### src/rtl/uart_irq_pkg.sv
// Package: shared constants and helpers for the UART interrupt identifier.
// Assumes: source indices below define the priority order (index 0 highest).
package uart_irq_pkg;

    localparam int NSRC   = 7;
    localparam int L_LSR  = 0;
    localparam int L_RXTO = 1;
    localparam int L_RXRD = 2;
    localparam int L_TX   = 3;
    localparam int L_MSR  = 4;
    localparam int L_XOFF = 5;
    localparam int L_FLOW = 6;

    localparam int NSTICKY = 4;
    localparam int S_LSR   = 0;
    localparam int S_MSR   = 1;
    localparam int S_XOFF  = 2;
    localparam int S_FLOW  = 3;

    localparam logic [5:0] IDLE_CODE = 6'b000001;
    localparam logic [5:0] TX_CODE   = 6'b000010;

    // Map a source index to its 6-bit identification code.
    function automatic logic [5:0] level_code(input int idx);
        case (idx)
            L_LSR:   level_code = 6'b000110;
            L_RXTO:  level_code = 6'b001100;
            L_RXRD:  level_code = 6'b000100;
            L_TX:    level_code = 6'b000010;
            L_MSR:   level_code = 6'b000000;
            L_XOFF:  level_code = 6'b010000;
            L_FLOW:  level_code = 6'b100000;
            default: level_code = IDLE_CODE;
        endcase
    endfunction

    // Threshold in free slots for a select value, scaled to the FIFO depth.
    function automatic int unsigned tx_threshold(input logic [1:0] sel, input int unsigned depth);
        case (sel)
            2'b00:   tx_threshold = depth / 2;
            2'b01:   tx_threshold = depth / 4;
            2'b10:   tx_threshold = (depth * 3) / 4;
            default: tx_threshold = depth - 2;
        endcase
    endfunction

endpackage

### src/rtl/uart_irq_flag.sv
// Module: sticky pending flag for one pulsed interrupt source.
// Assumes: set and clear are single-cycle strobes; set wins when both occur.
module uart_irq_flag (
    input  logic clk,
    input  logic rst_n,
    input  logic set_i,
    input  logic clr_i,
    output logic q_o
);

    // Hold the pending state; a set in the same cycle as a clear keeps it set.
    always_ff @(posedge clk) begin
        if (!rst_n)     q_o <= 1'b0;
        else if (set_i) q_o <= 1'b1;
        else if (clr_i) q_o <= 1'b0;
    end

    a_r10_set_wins: assert property (@(posedge clk) disable iff (!rst_n)
        $past(rst_n) && $past(set_i) |-> q_o);

    a_r10_clear_takes: assert property (@(posedge clk) disable iff (!rst_n)
        $past(rst_n) && $past(clr_i && !set_i) |-> !q_o);

endmodule

### src/rtl/uart_irq_txsrc.sv
// Module: transmit-ready interrupt source.
// Compares the fill count with the selected threshold (FIFO mode) or with empty
// (non-FIFO mode), arms on a rising ready, clears on a falling ready or on a
// status read that sees the transmit code.
// Assumes: tx_fill never exceeds DEPTH.
module uart_irq_txsrc
    import uart_irq_pkg::*;
#(
    parameter int DEPTH = 32,
    localparam int CW   = $clog2(DEPTH + 1)
) (
    input  logic          clk,
    input  logic          rst_n,
    input  logic          fifo_en,
    input  logic [CW-1:0] fill_i,
    input  logic [1:0]    sel_i,
    input  logic          rd_clr_i,
    output logic          pend_o
);

    logic [CW:0] thr;
    logic        ready;
    logic        ready_prev;
    logic        rise;

    // Ready when free slots meet the threshold, or when empty without FIFOs.
    always_comb begin
        thr = (CW + 1)'(tx_threshold(sel_i, DEPTH));
        if (fifo_en) ready = ({1'b0, fill_i} + thr) <= (CW + 1)'(DEPTH);
        else         ready = (fill_i == '0);
        rise = ready && !ready_prev;
    end

    // Remember last ready; out of reset the transmitter counts as reported.
    always_ff @(posedge clk) begin
        if (!rst_n) ready_prev <= 1'b1;
        else        ready_prev <= ready;
    end

    // Pending state: rising ready sets, falling ready or a clearing read clears.
    always_ff @(posedge clk) begin
        if (!rst_n)        pend_o <= 1'b0;
        else if (rise)     pend_o <= 1'b1;
        else if (!ready)   pend_o <= 1'b0;
        else if (rd_clr_i) pend_o <= 1'b0;
    end

    a_r8_rise_arms: assert property (@(posedge clk) disable iff (!rst_n)
        $past(rst_n) && $past(ready && !ready_prev) |-> pend_o);

    a_r8_drop_clears: assert property (@(posedge clk) disable iff (!rst_n)
        $past(rst_n) && $past(!ready) |-> !pend_o);

    a_r9_read_clears: assert property (@(posedge clk) disable iff (!rst_n)
        $past(rst_n) && $past(rd_clr_i && ready_prev) |-> !pend_o);

endmodule

### src/rtl/uart_irq_prio.sv
// Module: fixed-priority selector over the pending request vector.
// Index 0 is most urgent; outputs the winner's code and whether any is pending.
// Assumes: req_i already has the extended sources gated.
module uart_irq_prio
    import uart_irq_pkg::*;
(
    input  logic [NSRC-1:0] req_i,
    output logic [5:0]      code_o,
    output logic            any_o
);

    logic [NSRC-1:0] grant;
    logic [NSRC:0]   above;

    assign above[0] = 1'b0;

    for (genvar i = 0; i < NSRC; i++) begin : g_chain
        assign grant[i]     = req_i[i] && !above[i];
        assign above[i + 1] = above[i] || req_i[i];
    end

    assign any_o = above[NSRC];

    // Merge the code of the single granted source.
    always_comb begin
        code_o = '0;
        for (int i = 0; i < NSRC; i++) begin
            if (grant[i]) code_o = code_o | level_code(i);
        end
    end

    // At most one grant, and a grant whenever something is requested.
    always_comb begin
        a_r2_single_grant: assert ($onehot0(grant));
        a_r2_grant_if_req: assert ((req_i == '0) || (grant != '0));
    end

endmodule

### src/rtl/uart_irq_ident.sv
// Module: UART interrupt identifier top.
// Latches pulsed sources, derives the transmit source, ranks all seven sources
// and registers the 8-bit status with FIFO-mode bits on top.
// Assumes: event and strobe inputs are single-cycle, synchronous to clk.
module uart_irq_ident
    import uart_irq_pkg::*;
#(
    parameter int TX_DEPTH = 32,
    localparam int CW      = $clog2(TX_DEPTH + 1)
) (
    input  logic          clk,
    input  logic          rst_n,
    input  logic          fifo_en,
    input  logic          ext_en,
    input  logic          lsr_err,
    input  logic          rx_ready,
    input  logic          rx_timeout,
    input  logic [CW-1:0] tx_fill,
    input  logic [1:0]    tx_trig,
    input  logic          msr_chg,
    input  logic          xoff_det,
    input  logic          xon_det,
    input  logic          flow_chg,
    input  logic          isr_rd,
    input  logic          lsr_rd,
    input  logic          msr_rd,
    input  logic          flow_ack,
    output logic [7:0]    isr_q,
    output logic          irq
);

    logic [NSTICKY-1:0] st_set;
    logic [NSTICKY-1:0] st_clr;
    logic [NSTICKY-1:0] st_q;
    logic               tx_pend;
    logic [NSRC-1:0]    req;
    logic [5:0]         win_code;
    logic               win_any;
    logic [7:0]         stat_q;
    logic               irq_q;

    assign st_set = {flow_chg, xoff_det, msr_chg, lsr_err};
    assign st_clr = {flow_ack, xon_det,  msr_rd,  lsr_rd};

    for (genvar k = 0; k < NSTICKY; k++) begin : g_sticky
        uart_irq_flag u_flag (
            .clk   (clk),
            .rst_n (rst_n),
            .set_i (st_set[k]),
            .clr_i (st_clr[k]),
            .q_o   (st_q[k])
        );
    end

    uart_irq_txsrc #(.DEPTH(TX_DEPTH)) u_tx (
        .clk      (clk),
        .rst_n    (rst_n),
        .fifo_en  (fifo_en),
        .fill_i   (tx_fill),
        .sel_i    (tx_trig),
        .rd_clr_i (isr_rd && (stat_q[5:0] == TX_CODE)),
        .pend_o   (tx_pend)
    );

    // Build the request vector in priority order, gating the extended sources.
    always_comb begin
        req         = '0;
        req[L_LSR]  = st_q[S_LSR];
        req[L_RXTO] = rx_timeout;
        req[L_RXRD] = rx_ready;
        req[L_TX]   = tx_pend;
        req[L_MSR]  = st_q[S_MSR];
        req[L_XOFF] = ext_en && st_q[S_XOFF];
        req[L_FLOW] = ext_en && st_q[S_FLOW];
    end

    uart_irq_prio u_prio (
        .req_i  (req),
        .code_o (win_code),
        .any_o  (win_any)
    );

    // Register the status value and request line every clock.
    always_ff @(posedge clk) begin
        if (!rst_n) begin
            stat_q <= {2'b00, IDLE_CODE};
            irq_q  <= 1'b0;
        end else begin
            stat_q <= {{2{fifo_en}}, (win_any ? win_code : IDLE_CODE)};
            irq_q  <= win_any;
        end
    end

    assign isr_q = stat_q;
    assign irq   = irq_q;

    a_r3_idle_code: assert property (@(posedge clk) disable iff (!rst_n)
        stat_q[0] |-> (stat_q[5:1] == 5'b0) && !irq_q);

    a_r3_busy_code: assert property (@(posedge clk) disable iff (!rst_n)
        irq_q |-> !stat_q[0]);

    a_r2_lsr_top: assert property (@(posedge clk) disable iff (!rst_n)
        $past(rst_n) && $past(st_q[S_LSR]) |-> stat_q[5:0] == 6'b000110);

    a_r5_ext_gate: assert property (@(posedge clk) disable iff (!rst_n)
        $past(rst_n) && !$past(ext_en) |-> stat_q[5:4] == 2'b00);

    a_r6_fifo_bits: assert property (@(posedge clk) disable iff (!rst_n)
        $past(rst_n) |-> stat_q[7:6] == {2{$past(fifo_en)}});

    a_r7_xoff_sticky: assert property (@(posedge clk) disable iff (!rst_n)
        $past(rst_n) && $past(st_q[S_XOFF]) && !$past(xon_det) |-> st_q[S_XOFF]);

endmodule

### config.mk
export PLATFORM = sky130hd
export DESIGN_NAME = uart_irq_ident
export DESIGN_NICKNAME = d
export VERILOG_FILES = /design/src/rtl/uart_irq_pkg.sv /design/src/rtl/uart_irq_flag.sv /design/src/rtl/uart_irq_txsrc.sv /design/src/rtl/uart_irq_prio.sv /design/src/rtl/uart_irq_ident.sv
export SDC_FILE = /design/constraint.sdc
export NUM_CORES = 1
export LEC_CHECK = 0
export BUFFER_PORTS_ARGS = -buffer_cell sky130_fd_sc_hd__buf_2
export CORE_MARGIN = 2
export CORE_UTILIZATION = 45
export CTS_CLUSTER_DIAMETER = 80
export DETAILED_ROUTE_END_ITERATION = 10
export GPL_ROUTABILITY_DRIVEN = 0
export GPL_TIMING_DRIVEN = 0
export PLACE_DENSITY = 0.84
export SLEW_MARGIN = 20
export SYNTH_ARGS = -nofsm -noshare
export SYNTH_HDL_FRONTEND = slang
export SYNTH_SLANG_ARGS = --single-unit
export TNS_END_PERCENT = 30
### constraint.sdc
create_clock -name clk -period 2 [get_ports clk]
set_input_delay 0.1 -clock clk [delete_from_list [all_inputs] [get_ports clk]]
set_output_delay 0.1 -clock clk [all_outputs]
set_load 0.02 [all_outputs]
==> flow_summary.yaml, run 1 <==
outcome:
  status: "finished, final reports clean"
yosys:
  synth_cell_types: 35
  yosys-top-cells-area: "dfxtp_1 (39%), ha_1 (5.2%), nor2b_1 (5.2%)"
  syn-cell-area_um2: 722
  synth_xor_area_frac: 0.0243
  synth_top_cell_by_area: "dfxtp_1"
  synth_compound_area_frac: 0.211
  synth_top_family_by_area: "simple AND/OR/NAND/NOR gates"
  yosys.area_share.adder: 0.0520
  synth_nets: 106
  synth_top_cell_area_share: 0.388
  ys_seq_area_frac: 0.388
  ys_ff_latch: 14
  synth_mux_area_frac: 0
  yosys_warnings: 0
  avgSynthCellArea_um2: 9.02
  synthSimpleGateAreaFrac: 0.296
  syn_inst: 80
setup_path:
  reg2reg_to: "isr_q[5]$_SDFF_PN0_"
  worstPathArrival_ns: 1.73
  r2r_slack_ns: 0.84
  crit_fanout: 7
  slowest_stage: "ha_1"
  max_stage_delay_ns: 0.36
  critical_path.cell_chain: "buf_2, or2_2, ha_1, or3_1, a21boi_1, o221ai_1, a31oi_1"
  reg2regPathDepth: 3
  rr_startpoint: "g_sticky[1].u_flag.q_o$_SDFFE_PN0P_"
  worstSetupStartpointType: "primary input"
  crit_end: "u_tx.pend_o$_SDFFE_PN0P_"
  endpoint_kind: "flop"
  worst_ep_required_time_ns: 2.20
  critPathKind: "in -> reg"
  critPathLaunch: "tx_trig[1]"
routing:
  first_iter_violations: 9
  vias_per_cell: 5.37
  wl_per_cell_um: 11.0
  drt-total-wl_um: 1440
  first_pass_iters: 4
  drcViolationCount: 0
  vias: 704
  ant_nets: 0
sta:
  worst_slew_pin_slew_ns: 0.406
  fin_skew_ns: 0.000752
  holdWs_ns: 0.0284
  rsz0062_at_grt: "false"
  finalWorstSetupSlack_ns: 0.474
  finalHoldViolCount: 0
  relSlewSlack: 0.726
  setup_viol: 0
  fmax_mhz: 655
  setup_tns_ns: 0
  timing.final.crit_share: 0.763
  finalWorstPathRequiredPeriod_ns: 1.53
  final_max_slew_viol_count: 0
cts:
  clk_pin_slew_ns: 0.08
  insertion_delay_ns: 0.27
  cts_tree: "done"
  cts_setup_buffers: 0
  ctsResizeCount: 0
  cts_inserted_buffers: 3
  ctsHtreeMaxLevel: 1
  clockRootBuffer: "clkbuf_4"
  cts.sinks: 14
  ctsHoldBuffers: 0
  cts.path.max_buffers: 2
power:
  p_leak_nw: 0.441
  peakVddDrop_uv: 274
  powerDensity_nw_per_um2: 668
floorplanning:
  die-height_um: 44.1
  dieArea_um2: 1940
  die_w_um: 44.1
  core-area_um2: 1510
  start_util: 0.479
  ioPinCount: 32
  rows: 14
place:
  dpl.hpwl_um: 1190
  dpl.cell_count: 127
  dp_slack_ns: 0.197
  port_buffers: 31
final_layout:
  syn_to_final_growth_pct: 29.3
  layout_commonest_cell: "buf_2"
  nNetsFinal: 142
  diodes: 0
  final_cell_mix: "buf_2 (32), dfxtp_1 (14), nor2_1 (7), nor2b_1 (6)"
  final_core_util: 0.620
  fillers: 136
  layoutNonFillerInstCount: 131
  post_route_cells_drive_above_1_share: 0.348
min_path:
  hold_class: "in -> reg"
grt:
  grt_usage: 0.171
  grt_pass1_wl_um: 2480
  antenna_found_initial: 0
  grt_pass1_vias: 660
  globalRouteOverflowTotal: 0
  grt_start_max_net_pins: 11
run:
  drv_cap: 0
==> critical path, delay by kind of cell <==
| family | cells | cell delay [ns] |
|---|---|---|
| buf+inv | 1 | 0.13 |
| fa+ha+maj | 1 | 0.36 |
| compound gates | 3 | 0.51 |
| simple gates | 2 | 0.63 |
==> metrics by stage <==
stage / power [W] / area [µm²]
after floorplan: 0.000383 / 722
after global placement: 0.000429 / 897
after detailed placement: 0.000433 / 897
after CTS: 0.000627 / 933
after global routing: 0.000663 / 933
final: 0.000624 / 933
==> flip-flops by register name (all words and copies together) (netlist names) <==
register	cells
g_sticky.u_flag.q_o	4
u_tx.ready_prev	1
isr_q	7
irq	1
u_tx.pend_o	1
==> worst min path at each step <==
stage / from / end / slack (ns) / cells past startpoint
floorplan: rx_timeout / isr_q[3]$_SDFF_PN0_ / 0.21 / 2
global placement: msr_chg / g_sticky[1].u_flag.q_o$_SDFFE_PN0P_ / 0.31 / 2
detailed placement: lsr_err / g_sticky[0].u_flag.q_o$_SDFFE_PN0P_ / 0.31 / 2
CTS: lsr_err / g_sticky[0].u_flag.q_o$_SDFFE_PN0P_ / 0.03 / 2
global route: flow_chg / g_sticky[3].u_flag.q_o$_SDFFE_PN0P_ / 0.02 / 2
finish: xoff_det / g_sticky[2].u_flag.q_o$_SDFFE_PN0P_ / 0.03 / 2
==> kinds of logic after synthesis <==
group	count (synthesis)
buffers and inverters	4
and+or+nand+nor	36
adders and majority gates	3
DFF	14
xor gates and xnor gates	2
AOI/OAI and AO/OA	21
==> cell usage after synthesis (all sizes together) <==
library cell  number
or3                1
o211a              1
nand2b             1
xnor2              1
nand4              1
or2                1
or4                1
o31a               1
nor3               2
dfxtp             14
nand3              1
nand2              5
and3b              1
a31oi              2
a21oi              2
and3               1
nor2b              6
nor3b              4
a311oi             1
nor4b              2
o21ai              3
ha                 3
o2bb2ai            1
a21boi             2
xor2               1
o21a               5
a211o              1
nor2               7
buf                2
o221ai             2
inv                2
and2               2
==> metal layers <==
metal	track usage	vias to the layer above	part of all wire
met2	0.306	25	0.50
met4	0.0970	0	0.010
li1	-	363	-
met5	0	-	0
met1	0.179	314	0.41
met3	0.0449	2	0.081
==> final cells by class <==
class                           count  area [µm²]  area share
Multi-Input combinational cell     62         422       0.452
Sequential cell                    14         280       0.300
Timing Repair Buffer               31         155       0.166
Clock buffer                        4        36.3      0.0389
Tap cell                           16        20.0      0.0214
Buffer                              2        12.5      0.0134
Inverter                            2        7.51     0.00804
==> power by group <==
| group | switching, W | internal [W] |
|---|---|---|
| registers | 0.00000804 | 0.000295 |
| clock network | 0.0000872 | 0.000111 |
| logic | 0.0000635 | 0.0000597 |
| total | 0.000159 | 0.000465 |
(Power assumes the default switching activity.)
==> inputs of run 2 (changes only) <==
Clock period 2 ns to 1.5 ns, I/O delays scaled along.
==> run 2 against run 1 <==
  * Largest power group unchanged
  * Clock skew increased by 0.0016 ns
  * The run now ends with hold timing left
  * Clock power increased by 37%
  * Routed wire length increased by 10%
  * Critical path depth unchanged
  * Critical path type unchanged
  * Die area unchanged
  * Combinational power increased by 45%
  * Worst hold slack got worse by 0.029 ns
  * Global-route usage increased by 1.4 points
  * Power increased by 36%
  * Core utilization increased by 2.2 points
  * Cell area increased by 3.5%
  * Critical endpoint unchanged
  * Non-clock buffer count increased by 2
==> flow_summary.yaml, run 2 (same netlist as run 1, synthesis figures left out) <==
sta:
  finalWorstPathRequiredPeriod_ns: 1.36
  setup_tns_ns: 0
  worst_slew_pin_slew_ns: 0.422
  timing.final.crit_share: 0.904
  finalHoldViolCount: 1
  rsz0062_at_grt: "false"
  holdWs_ns: -0.000508
  setup_viol: 0
  fmax_mhz: 738
  finalWorstSetupSlack_ns: 0.144
  final_max_slew_viol_count: 0
  fin_skew_ns: 0.00233
  relSlewSlack: 0.714
grt:
  grt_start_max_net_pins: 11
  globalRouteOverflowTotal: 0
  grt_usage: 0.184
  grt_pass1_vias: 680
  grt_pass1_wl_um: 2620
  antenna_found_initial: 0
cts:
  clk_pin_slew_ns: 0.08
  cts_tree: "done"
  clockRootBuffer: "clkbuf_4"
  cts.path.max_buffers: 2
  insertion_delay_ns: 0.28
  ctsHtreeMaxLevel: 1
  cts.sinks: 14
  cts_inserted_buffers: 3
min_path:
  hold_class: "in -> reg"
  hold_path_depth: 2
  min_to: "g_sticky[1].u_flag.q_o$_SDFFE_PN0P_"
  hp-start: "msr_chg"
power:
  p_int_w: 0.000629
  p_leak_nw: 0.449
  powerDensity_nw_per_um2: 881
  seq_power_share: 0.474
  p_sw_frac: 0.261
  finalPower_w: 0.000851
  p_clk_frac: 0.318
  pwr-share-comb: 0.209
  peakVddDrop_uv: 344
  p_sw_w: 0.000222
place:
  port_buffers: 31
  dp_slack_ns: -0.162
  dpl.cell_count: 127
  dpl.hpwl_um: 1260
final_layout:
  post_route_cells_drive_above_1_share: 0.350
  layoutNonFillerInstCount: 133
  fillers: 136
  layout_commonest_cell: "buf_2"
  nNetsFinal: 144
  final_cell_mix: "buf_2 (32), dfxtp_1 (14), nor2_1 (7), nor2b_1 (6)"
  largest_reg_flops: 7
  syn_to_final_growth_pct: 33.8
  diodes: 0
floorplanning:
  die_w_um: 44.1
  rows: 14
  core-area_um2: 1510
  ioPinCount: 32
  start_util: 0.479
  dieArea_um2: 1940
  die-height_um: 44.1
outcome:
  status: "finished with violations"
  violations: "hold timing"
setup_path:
  worst_ep_required_time_ns: 1.71
  worstPathArrival_ns: 1.57
  r2r_slack_ns: 0.32
  endpoint_kind: "flop"
  critPathKind: "in -> reg"
  reg2reg_to: "isr_q[5]$_SDFF_PN0_"
  crit_fanout: 7
  reg2regPathDepth: 3
  rr_startpoint: "u_tx.pend_o$_SDFFE_PN0P_"
  worstSetupStartpointType: "primary input"
routing:
  vias_per_cell: 5.46
  wl_per_cell_um: 11.9
  drt-total-wl_um: 1590
  first_pass_iters: 4
  first_iter_violations: 9
  ant_nets: 0
  vias: 726
  drcViolationCount: 0
run:
  drv_cap: 0
run 2: changes by cell type in the layout (fill, tap and decap cells not counted), sizes merged:
cell,delta
dlygate4sd3,+2
run 2: worst max-delay path, stage by stage:
cell and delay [ns]:
buf_2 0.13, or2_2 0.32, ha_4 0.25, or3_1 0.30
a21boi_1 0.15, o221ai_1 0.15, a31oi_1 0.19
run 2: cell type report:
type | instances | area (µm²) | share of cell area
clock buffers | 4 | 36.3 | 0.0376
multi-input cells | 62 | 434 | 0.449
well taps | 16 | 20.0 | 0.0207
repair buffers | 33 | 175 | 0.181
flip-flops and latches | 14 | 280 | 0.290
inverters | 2 | 7.51 | 0.00777
plain buffers | 2 | 12.5 | 0.0130
run 2: worst max-delay path by stage:
stage          startpoint                          to  slack (ns)  cells after the start
2_1_floorplan  tx_trig[1]    u_tx.pend_o$_SDFFE_PN0P_        0.08                      6
3_3_place_gp   tx_trig[1]  u_tx.ready_prev$_SDFF_PN1_       -0.11                      7
3_5_place_dp   tx_trig[1]    u_tx.pend_o$_SDFFE_PN0P_       -0.16                      7
4_1_cts        tx_trig[1]    u_tx.pend_o$_SDFFE_PN0P_        0.13                      7
5_1_grt        tx_trig[1]    u_tx.pend_o$_SDFFE_PN0P_        0.04                      7
6_report       tx_trig[1]    u_tx.pend_o$_SDFFE_PN0P_        0.14                      7
run 2: repair_timing:
| action | 4_1_cts | 5_1_grt |
|---|---|---|
| gates resized for setup | 0 | 0 |
| hold buffers | 2 | 0 |
| setup buffers | 0 | 0 |
| endpoints found under the hold margin | 2 | 0 |
run 2: metal layers:
metal	track usage	routed length, µm
met3	0.0245	93
met2	0.332	803
met5	0	0
met1	0.194	641
met4	0.133	50
run 2: power groups by stage:
stage / Combinational (W) / Clock, W / Sequential (W)
floorplan: 0.0000912 / 0 / 0.000424
global placement: 0.000167 / 0 / 0.000411
detailed placement: 0.000173 / 0 / 0.000413
CTS: 0.000178 / 0.000272 / 0.000404
global route: 0.000198 / 0.000286 / 0.000406
finish: 0.000178 / 0.000271 / 0.000403
run 2: through the flow:
step | utilization | hold slack [ns] | cell area (µm²)
final | 0.641 | -0.000508 | 966
after CTS | 0.641 | 0.00132 | 966
after global placement | 0.604 | 0.282 | 910
after global routing | 0.641 | 0.0155 | 966
after detailed placement | 0.604 | 0.285 | 910
after floorplan | - | 0.189 | 734
==> inputs of run 3 (changes only) <==
Settings changed: BUFFER_PORTS_ARGS -buffer_cell sky130_fd_sc_hd__buf_2 to not set, CORE_AREA set to 2 2 39 41, CORE_MARGIN 2 to not set, CORE_UTILIZATION 45 to not set, DIE_AREA set to 0 0 41 43, DONT_BUFFER_PORTS set to 1, PLACE_DENSITY 0.84 to 0.76.
==> run 3 against run 2 <==
  * The flow now finishes without violations
  * Via count is 13% lower
  * Combinational power fell by 28%
  * Critical path depth decreased by 3
  * Routed wire length is 5.0% lower
  * Maximum frequency is 6.0% higher
  * Clock power shrank 2%
  * Highest routed layer unchanged
  * Flip-flop and latch count stayed put
  * Global-route usage grew 1.3 points
  * Cell area shrank 7.8%
  * Count of clock-buffer cells in the layout unchanged
  * Non-clock buffer count shrank 23
==> flow_summary.yaml, run 3 (same netlist as run 1, synthesis figures left out) <==
final_layout:
  post_route_cells_drive_above_1_share: 0.106
  layoutNonFillerInstCount: 110
  final_cell_mix: "dfxtp_1 (14), dlygate4sd3_1 (10), nor2_1 (7), nor2b_1 (6)"
  nNetsFinal: 121
  largest_reg_flops: 7
  layout_commonest_cell: "dfxtp_1"
  fillers: 117
  diodes: 0
  final_area_um2: 891
  syn_to_final_growth_pct: 23.4
grt:
  antenna_found_initial: 0
  grt_pass1_wl_um: 2390
  grt_usage: 0.197
  grt_start_max_net_pins: 11
  globalRouteOverflowTotal: 0
  grt_pass1_vias: 627
place:
  port_buffers: 0
  dpl.hpwl_um: 1090
  postPlaceCellArea_um2: 754
  dpl.cell_count: 96
setup_path:
  cp_num_cells: 4
  critPathKind: "reg -> reg"
  critPathBufInv: 0
  worstSetupStartpointType: "flop"
  crit_fanout: 2
  reg2regPathDepth: 4
  worstPathArrival_ns: 1.44
  crit_family: "simple AND/OR/NAND/NOR gates"
  reg2reg_to: "u_tx.pend_o$_SDFFE_PN0P_"
  critical_path.cell_chain: "nor4b_1, a21boi_0, o221ai_1, a31oi_1"
  slowest_stage: "nor4b_1"
  worst_ep_required_time_ns: 1.66
  critPathLaunch: "isr_q[2]$_SDFF_PN0_"
  r2r_slack_ns: 0.22
  rr_startpoint: "isr_q[2]$_SDFF_PN0_"
  crit_end: "u_tx.pend_o$_SDFFE_PN0P_"
  max_stage_delay_ns: 0.39
  endpoint_kind: "flop"
cts:
  ctsHtreeMaxLevel: 1
  cts_setup_buffers: 0
  ctsResizeCount: 0
  clk_pin_slew_ns: 0.08
  cts.path.max_buffers: 2
  cts_inserted_buffers: 3
  cts_tree: "done"
  clockRootBuffer: "clkbuf_4"
  insertion_delay_ns: 0.28
  cts.sinks: 14
sta:
  setup_tns_ns: 0
  finalWorstPathRequiredPeriod_ns: 1.28
  worst_slew_pin_slew_ns: 0.406
  fin_skew_ns: 0.00225
  final_max_slew_viol_count: 0
  setup_viol: 0
  fmax_mhz: 782
  relSlewSlack: 0.725
  timing.final.crit_share: 0.852
  holdWs_ns: 0.00317
  rsz0062_at_grt: "false"
  finalHoldViolCount: 0
floorplanning:
  rows: 14
  die-height_um: 43
  die_w_um: 41
  core-area_um2: 1380
  start_util: 0.522
  dieArea_um2: 1760
  ioPinCount: 32
routing:
  vias_per_cell: 5.76
  vias: 634
  first_iter_violations: 8
  first_pass_iters: 4
  wl_per_cell_um: 13.7
  ant_nets: 0
  drt-total-wl_um: 1510
  drcViolationCount: 0
run:
  drv_cap: 0
power:
  powerDensity_nw_per_um2: 912
  peakVddDrop_uv: 547
  finalPower_w: 0.000812
  p_leak_nw: 0.355
min_path:
  hold_class: "in -> reg"
  hp-start: "xon_det"
outcome:
  status: "finished, final reports clean"
run 3: changes by cell type in the layout (fill, tap and decap cells not counted):
cell / delta
buf_2: -31
dlygate4sd3_1: +8
run 3: worst min-delay path by stage:
stage	to	slack (ns)	cells after the start
floorplan	isr_q[3]$_SDFF_PN0_	0.19	2
global placement	isr_q[3]$_SDFF_PN0_	0.19	2
detailed placement	isr_q[2]$_SDFF_PN0_	0.20	1
CTS	g_sticky[2].u_flag.q_o$_SDFFE_PN0P_	0.003	2
global route	g_sticky[1].u_flag.q_o$_SDFFE_PN0P_	0.008	2
finish	g_sticky[2].u_flag.q_o$_SDFFE_PN0P_	0.003	2
run 3: timing repair:
| action | 4_1_cts | 5_1_grt |
|---|---|---|
| setup endpoints to repair | 0 | 0 |
| hold buffers | 10 | 0 |
| endpoints found under the hold margin | 10 | 0 |
run 3: cell type report:
cell class / count / area (µm²) / area share
plain buffers: 2 / 12.5 / 0.0140
multi-input cells: 62 / 434 / 0.487
clock buffers: 4 / 36.3 / 0.0407
repair buffers: 10 / 100 / 0.112
well taps: 16 / 20.0 / 0.0225
inverters: 2 / 7.51 / 0.00843
flip-flops and latches: 14 / 280 / 0.315
run 3: layer usage:
metal / GRT usage / routed length [µm]
met1: 0.210 / 568
met2: 0.334 / 822
met3: 0.0366 / 88
met4: 0.113 / 27
met5: 0 / 0
run 3: metrics by stage:
step / util / setup slack [ns]
after floorplan: - / 0.0827
after global placement: 0.545 / 0.0108
after detailed placement: 0.545 / -0.0413
after CTS: 0.644 / 0.251
after global routing: 0.644 / 0.161
final: 0.644 / 0.221
run 3: where the power goes:
part / switching, W / internal, W / total [W]
clock network: 0.000118 / 0.000148 / 0.000265
logic: 0.0000537 / 0.0000744 / 0.000128
registers: 0.0000255 / 0.000393 / 0.000419
total: 0.000197 / 0.000615 / 0.000812
